==> src/rtl/pf_pkg.sv <==
// Shared types for the flash prefetch engine.
// Assumes: a flash word is 32 bits and holds four code bytes.
package pf_pkg;
    localparam int WORD_BYTES = 4;
    localparam int DATA_W     = 32;

    // Where the answer to the current request comes from
    typedef enum logic [1:0] {
        SRC_NONE  = 2'd0,
        SRC_LIN   = 2'd1,
        SRC_CACHE = 2'd2,
        SRC_FLASH = 2'd3
    } resp_src_e;
endpackage

==> src/rtl/pf_lin_slot.sv <==
// Linear slot: one tag, one data word and a valid bit, all holding the
// last completed flash word. Assumes that a write and an invalidate
// arriving together leave the slot invalid.
module pf_lin_slot #(
    parameter int WA_W   = 14,
    parameter int DATA_W = 32
) (
    input  logic              clk,
    input  logic              rst_n,
    input  logic              wr_en,
    input  logic [WA_W-1:0]   wr_tag,
    input  logic [DATA_W-1:0] wr_data,
    input  logic              inval,
    input  logic [WA_W-1:0]   look_tag,
    output logic              hit,
    output logic [DATA_W-1:0] data
);
    logic              valid_q;
    logic [WA_W-1:0]   tag_q;
    logic [DATA_W-1:0] data_q;

    // Capture a completed word, then let a demand restart clear validity
    always_ff @(posedge clk) begin
        if (!rst_n) begin
            valid_q <= 1'b0;
            tag_q   <= '0;
            data_q  <= '0;
        end else begin
            if (wr_en) begin
                tag_q   <= wr_tag;
                data_q  <= wr_data;
                valid_q <= 1'b1;
            end
            if (inval) begin
                valid_q <= 1'b0;
            end
        end
    end

    // Tag compare against the requested word
    always_comb begin
        hit  = valid_q && (tag_q == look_tag);
        data = data_q;
    end
endmodule

==> src/rtl/pf_fetch_ctl.sv <==
// Tracks the single flash read in flight: whether one is busy, its word
// address and whether a miss started it. Assumes that every abort comes
// with a new start, so an abort never leaves the engine idle.
module pf_fetch_ctl #(
    parameter int WA_W = 14
) (
    input  logic            clk,
    input  logic            rst_n,
    input  logic            start,
    input  logic [WA_W-1:0] start_addr,
    input  logic            start_dem,
    input  logic            done,
    output logic            busy,
    output logic [WA_W-1:0] cur_addr,
    output logic            cur_dem
);
    logic            busy_q;
    logic [WA_W-1:0] addr_q;
    logic            dem_q;

    // Load a new read on start, drop busy when a read ends with no successor
    always_ff @(posedge clk) begin
        if (!rst_n) begin
            busy_q <= 1'b0;
            addr_q <= '0;
            dem_q  <= 1'b0;
        end else if (start) begin
            busy_q <= 1'b1;
            addr_q <= start_addr;
            dem_q  <= start_dem;
        end else if (done) begin
            busy_q <= 1'b0;
        end
    end

    // Expose the tracked state
    always_comb begin
        busy     = busy_q;
        cur_addr = addr_q;
        cur_dem  = dem_q;
    end
endmodule

==> src/rtl/pf_resp_sel.sv <==
// Picks the source that answers the current request, in priority order:
// linear slot, then branch cache, then a flash word completing this cycle.
// Purely combinational.
module pf_resp_sel
    import pf_pkg::*;
#(
    parameter int DW = 32
) (
    input  logic          req_valid,
    input  logic          lin_hit,
    input  logic [DW-1:0] lin_data,
    input  logic          bc_hit,
    input  logic [DW-1:0] bc_data,
    input  logic          fly_match,
    input  logic          fl_done,
    input  logic [DW-1:0] fl_data,
    output resp_src_e     src,
    output logic [DW-1:0] data
);
    // Priority select of the answering source
    always_comb begin
        src  = SRC_NONE;
        data = '0;
        if (req_valid) begin
            if (lin_hit) begin
                src  = SRC_LIN;
                data = lin_data;
            end else if (bc_hit) begin
                src  = SRC_CACHE;
                data = bc_data;
            end else if (fly_match && fl_done) begin
                src  = SRC_FLASH;
                data = fl_data;
            end
        end
    end
endmodule

==> src/rtl/flash_prefetch.sv <==
// Sequential flash prefetch engine. It serves core fetches from the linear
// slot, from a branch cache hit or from a completing flash read. It waits
// on a word already in flight, restarts on any other miss, and runs one
// word ahead after every completion. Assumes the flash raises fl_done only
// while a read is active, and accepts a start and an abort in the same
// cycle.
module flash_prefetch
    import pf_pkg::*;
#(
    parameter int ADDR_W = 16
) (
    input  logic                             clk,
    input  logic                             rst_n,
    input  logic                             req_valid,
    input  logic [ADDR_W-1:0]                req_addr,
    output logic                             rdy,
    output logic [31:0]                      rd_data,
    input  logic                             bc_hit,
    input  logic [31:0]                      bc_data,
    output logic                             fl_start,
    output logic [ADDR_W-$clog2(4)-1:0]      fl_addr,
    output logic                             fl_abort,
    input  logic                             fl_done,
    input  logic [31:0]                      fl_data,
    output logic                             fill_valid,
    output logic [ADDR_W-$clog2(4)-1:0]      fill_addr,
    output logic [31:0]                      fill_data
);
    localparam int OFF_W = $clog2(WORD_BYTES);
    localparam int WA_W  = ADDR_W - OFF_W;

    logic [WA_W-1:0]   req_word;
    logic              lin_hit;
    logic [DATA_W-1:0] lin_data;
    logic              busy;
    logic [WA_W-1:0]   cur_addr;
    logic              cur_dem;
    logic              done_eff;
    logic              fly_match;
    logic              miss;
    resp_src_e         src;
    logic [DATA_W-1:0] sel_data;

    // Split the byte address into a word address
    always_comb begin
        req_word = req_addr[ADDR_W-1:OFF_W];
    end

    pf_lin_slot #(.WA_W(WA_W), .DATA_W(DATA_W)) u_slot (
        .clk      (clk),
        .rst_n    (rst_n),
        .wr_en    (done_eff),
        .wr_tag   (cur_addr),
        .wr_data  (fl_data),
        .inval    (miss),
        .look_tag (req_word),
        .hit      (lin_hit),
        .data     (lin_data)
    );

    pf_fetch_ctl #(.WA_W(WA_W)) u_ctl (
        .clk        (clk),
        .rst_n      (rst_n),
        .start      (fl_start),
        .start_addr (fl_addr),
        .start_dem  (miss),
        .done       (done_eff),
        .busy       (busy),
        .cur_addr   (cur_addr),
        .cur_dem    (cur_dem)
    );

    pf_resp_sel #(.DW(DATA_W)) u_sel (
        .req_valid (req_valid),
        .lin_hit   (lin_hit),
        .lin_data  (lin_data),
        .bc_hit    (bc_hit),
        .bc_data   (bc_data),
        .fly_match (fly_match),
        .fl_done   (done_eff),
        .fl_data   (fl_data),
        .src       (src),
        .data      (sel_data)
    );

    // Classify the request: in flight, served, or a miss that restarts
    always_comb begin
        done_eff  = fl_done && busy;
        fly_match = req_valid && busy && (cur_addr == req_word);
        rdy       = (src != SRC_NONE);
        rd_data   = sel_data;
        miss      = req_valid && !rdy && !fly_match;
    end

    // Flash control: demand restart wins over the sequential next word
    always_comb begin
        fl_start = miss || done_eff;
        fl_addr  = miss ? req_word : cur_addr + 1'b1;
        fl_abort = miss && busy && !done_eff;
    end

    // Offer words fetched on a miss to the branch cache
    always_comb begin
        fill_valid = done_eff && cur_dem;
        fill_addr  = cur_addr;
        fill_data  = fl_data;
    end
endmodule

==> config.mk <==
export PLATFORM = sky130hd
export DESIGN_NAME = flash_prefetch
export DESIGN_NICKNAME = d
export VERILOG_FILES = /design/src/rtl/pf_pkg.sv /design/src/rtl/pf_lin_slot.sv /design/src/rtl/pf_fetch_ctl.sv /design/src/rtl/pf_resp_sel.sv /design/src/rtl/flash_prefetch.sv
export SDC_FILE = /design/constraint.sdc
export NUM_CORES = 1
export LEC_CHECK = 0
export ABC_CLOCK_PERIOD_IN_PS = 1830
export BUFFER_PORTS_ARGS = -buffer_cell sky130_fd_sc_hd__buf_2
export CAP_MARGIN = 25
export CORE_MARGIN = 3
export CORE_UTILIZATION = 46
export CTS_BUF_LIST = sky130_fd_sc_hd__clkbuf_4
export DETAILED_ROUTE_END_ITERATION = 12
export PLACE_DENSITY = 0.79
export SLEW_MARGIN = 20
export SYNTH_ARGS = -nofsm -noshare
export SYNTH_HDL_FRONTEND = slang
export SYNTH_SLANG_ARGS = --single-unit
==> constraint.sdc <==
create_clock -name clk -period 1.83 [get_ports clk]
set_input_delay 0.183 -clock clk [delete_from_list [all_inputs] [get_ports clk]]
set_output_delay 0.183 -clock clk [all_outputs]
set_load 0.02 [all_outputs]
==> metrics.cfg <==
[critical_path]
timing.rr.end = u_ctl.cur_addr[4]
critical_path_buf_inv_count = 4
worstPathMaxFanout = 7
critPathCaptureType = output port
cp_top_family = buffers and inverters
critPathSlowestCell = dfxtp_2
crit_path_max_incr_delay_ns = 0.35
worstPathRequired_ns = 1.65
r2r_setup_slack_ns = -0.40
rr_worst_depth = 11
r2r-start = u_slot.tag_q[10]
critical_path.cell_chain = xnor2_1 -> nand4_1 -> nor4_4 -> buf_4 -> buf_12 -> buf_8 -> mux2i_4 -> o21a_2 -> buf_6
crit_path_start_kind = register
path_class = reg2out
crit_arrival_ns = 2.50

[finish]
stdcell_area_sq_um = 7170
seqCellArea_sq_um = 1290
areaGrowthSynthToFinish_pct = 53.9
multiInputGateArea_sq_um = 3250
drive_gt1_share_pct = 48.5
fin_util_pct = 73.0
final_nets = 892
fillers = 619
diodes = 0
instances_no_fill = 944

[routing]
ant_nets = 0
vias_per_cell = 5.52
dr.pass1.iters = 5
routed_wl_mm = 16.5
drcViolationCount = 0
first_iter_violations = 421
wl_per_cell_microns = 17.5
num_vias = 5209

[synthesis]
ys_types = 37
synth_top_area_share_pct = 27.1
yosysWarnings = 0
ys_seq_elements = 63
synthTopCellsByCount = nand2_1, dfxtp_1, mux2i_1, a21boi_0, nor4_1
synthArstFlopShare_pct = 0
yosysMostFrequentCell = nand2_1
yosysTopAreaCell = dfxtp_1
synth_edf_count = 0
synth_seq_area_share_pct = 27.1
synthCells = 616
syn_area_sq_um = 4660
synth.avg_cell_area_sq_um = 7.56
synth_area_leaders = dfxtp_1, nand2_1, mux2i_1
synth.net_count = 702
synth_ff_type = dfxtp_1

[clock_tree]
clkSlewWorstSetupHoldPaths_ns = 0.10
numCtsBuffers = 9
clk_path_buf_depth = 2
cts_tree = done
cts_hold_buf = 0
clock-sinks = 63
htreeDepth = 3
clk_latency_ns = 0.41
clockRootBuffer = clkbuf_4

[sta]
worst_slew_pin_slew_ns = 0.571
relSlewSlack_pct = 61.9
finClkSkew_ns = 0.0190
timing.final.ws_setup_ns = -0.849
grt_setup_unrepaired = yes
final.setup.tns_ns = -43.09
slew_violations = 0
setup_viol = 66
post-route-period-util_pct = 146
hold_violations = 0
finalCriticalPeriod_ns = 2.68
fmax_mhz = 373
whs_ns = 0.0739

[placed_design]
postPlaceCellArea_sq_um = 5860
pre_cts_slack_ns = -0.357
io_buffer_count = 178
dp.final_hpwl_mm = 10.0
dp_cells = 901
gp_congestion = 0.919

[global_route]
grt_pass1_wl_mm = 24.4
grt_util_all_layers_pct = 26.7
grt_max_degree = 66
overflow = 0
antenna_found_initial = 1
grt_pass1_vias = 5014

[floorplanning]
core_area_sq_um = 9820
start_util_pct = 47.4
die-area_sq_um = 11400
die_h_microns = 107
pin_count = 181
fp-row-count = 36
die_w_microns = 107

[power_and_ir_drop]
p_total_mw = 3.75
power.density_nw_per_um2 = 524
leakagePower_nw = 2.99
worst_ir_drop_vdd_mv = 0.371

[job]
max-cap-violations = 0

[status]
status = finished with violations
violations = negative setup slack

[worst_hold_path]
hp-start = req_addr[11]
whs_path_depth = 3
hold-path-endpoint = u_ctl.cur_addr[9]
hold_class = in2reg

-- cell families (layout without fill, tap and decap cells) --
family          after synthesis  count (layout)  synth area share (%)
compound gates               90              90                  14.5
xor+xnor                     46              46                  8.65
fa+ha+maj                     1               1                 0.269
buf+inv                     119             314                  13.2
flops                        63              63                  27.1
mux                          60              60                  13.2
simple gates                237             237                  23.1
-- how the worst max path moves through the flow --
stage | to | depth (start not counted) | start | slack, ns
after global routing | rd_data[25] | 9 | u_slot.tag_q[10] | -0.94
after CTS | fl_addr[4] | 8 | u_slot.tag_q[2] | -0.72
after floorplan | fl_addr[13] | 8 | u_ctl.cur_addr[2] | -0.24
after global placement | rd_data[19] | 10 | req_addr[13] | -0.37
final | rd_data[25] | 9 | u_slot.tag_q[10] | -0.85
after detailed placement | fl_addr[11] | 9 | req_addr[13] | -0.36
-- tightest hold or removal path, cell delays in order --
cell and delay, ns:
buf_2 0.13, nand2_1 0.06, mux2i_1 0.05
-- cell type report --
class	count	share of cell area [%]
clock buffers	9	0.943
flip-flops and latches	63	18.0
repair buffers	262	29.9
clock inverters	7	1.55
multi-input cells	434	45.4
inverters	36	1.89
well taps	133	2.32
-- report_power, final --
part	switching (mW)	internal, mW
combinational	0.584	0.495
sequential	0.0304	1.42
clock	0.540	0.682
-- cells in the final DEF, fill, tap and decap left out, types with 8 or more instances in the layout --
master and instances:
xor2_1 20, mux2i_1 41, clkbuf_4 9, dfxtp_1 43, buf_2 129, xnor2_1 21
buf_4 52, a21boi_0 46, dfxtp_2 18, mux2_4 13, inv_1 36, nor4_2 25
nand4_1 8, o21a_2 29, buf_6 61, nand2_1 153, nand3_1 9
-- per-layer routing --
metal / vias up / global-route usage (%) / wire, microns
met2: 291 / 48.7 / 8470
met4: 2 / 11.1 / 501
li1: 2417 / - / -
met5: - / 0 / 13
met3: 53 / 5.12 / 1290
met1: 2446 / 30.2 / 6230
-- registers in the layout, summed over array words and instances, names as in the netlist --
| name | cells |
|---|---|
| u_slot.data | 32 |
| u_ctl.cur_dem | 1 |
| u_slot.valid_q | 1 |
| u_slot.tag_q | 14 |
| u_ctl.cur_addr | 14 |
| u_ctl.busy | 1 |
-- timing repair --
| item | 4_1_cts | 5_1_grt |
|---|---|---|
| setup buffers | 16 | 10 |
| setup endpoints to repair | 59 | 66 |
| cloned | 6 | 1 |
| pin swaps | 43 | 14 |
| resized for setup | 165 | 47 |
No activity file was read; power rests on OpenSTA's default activity.
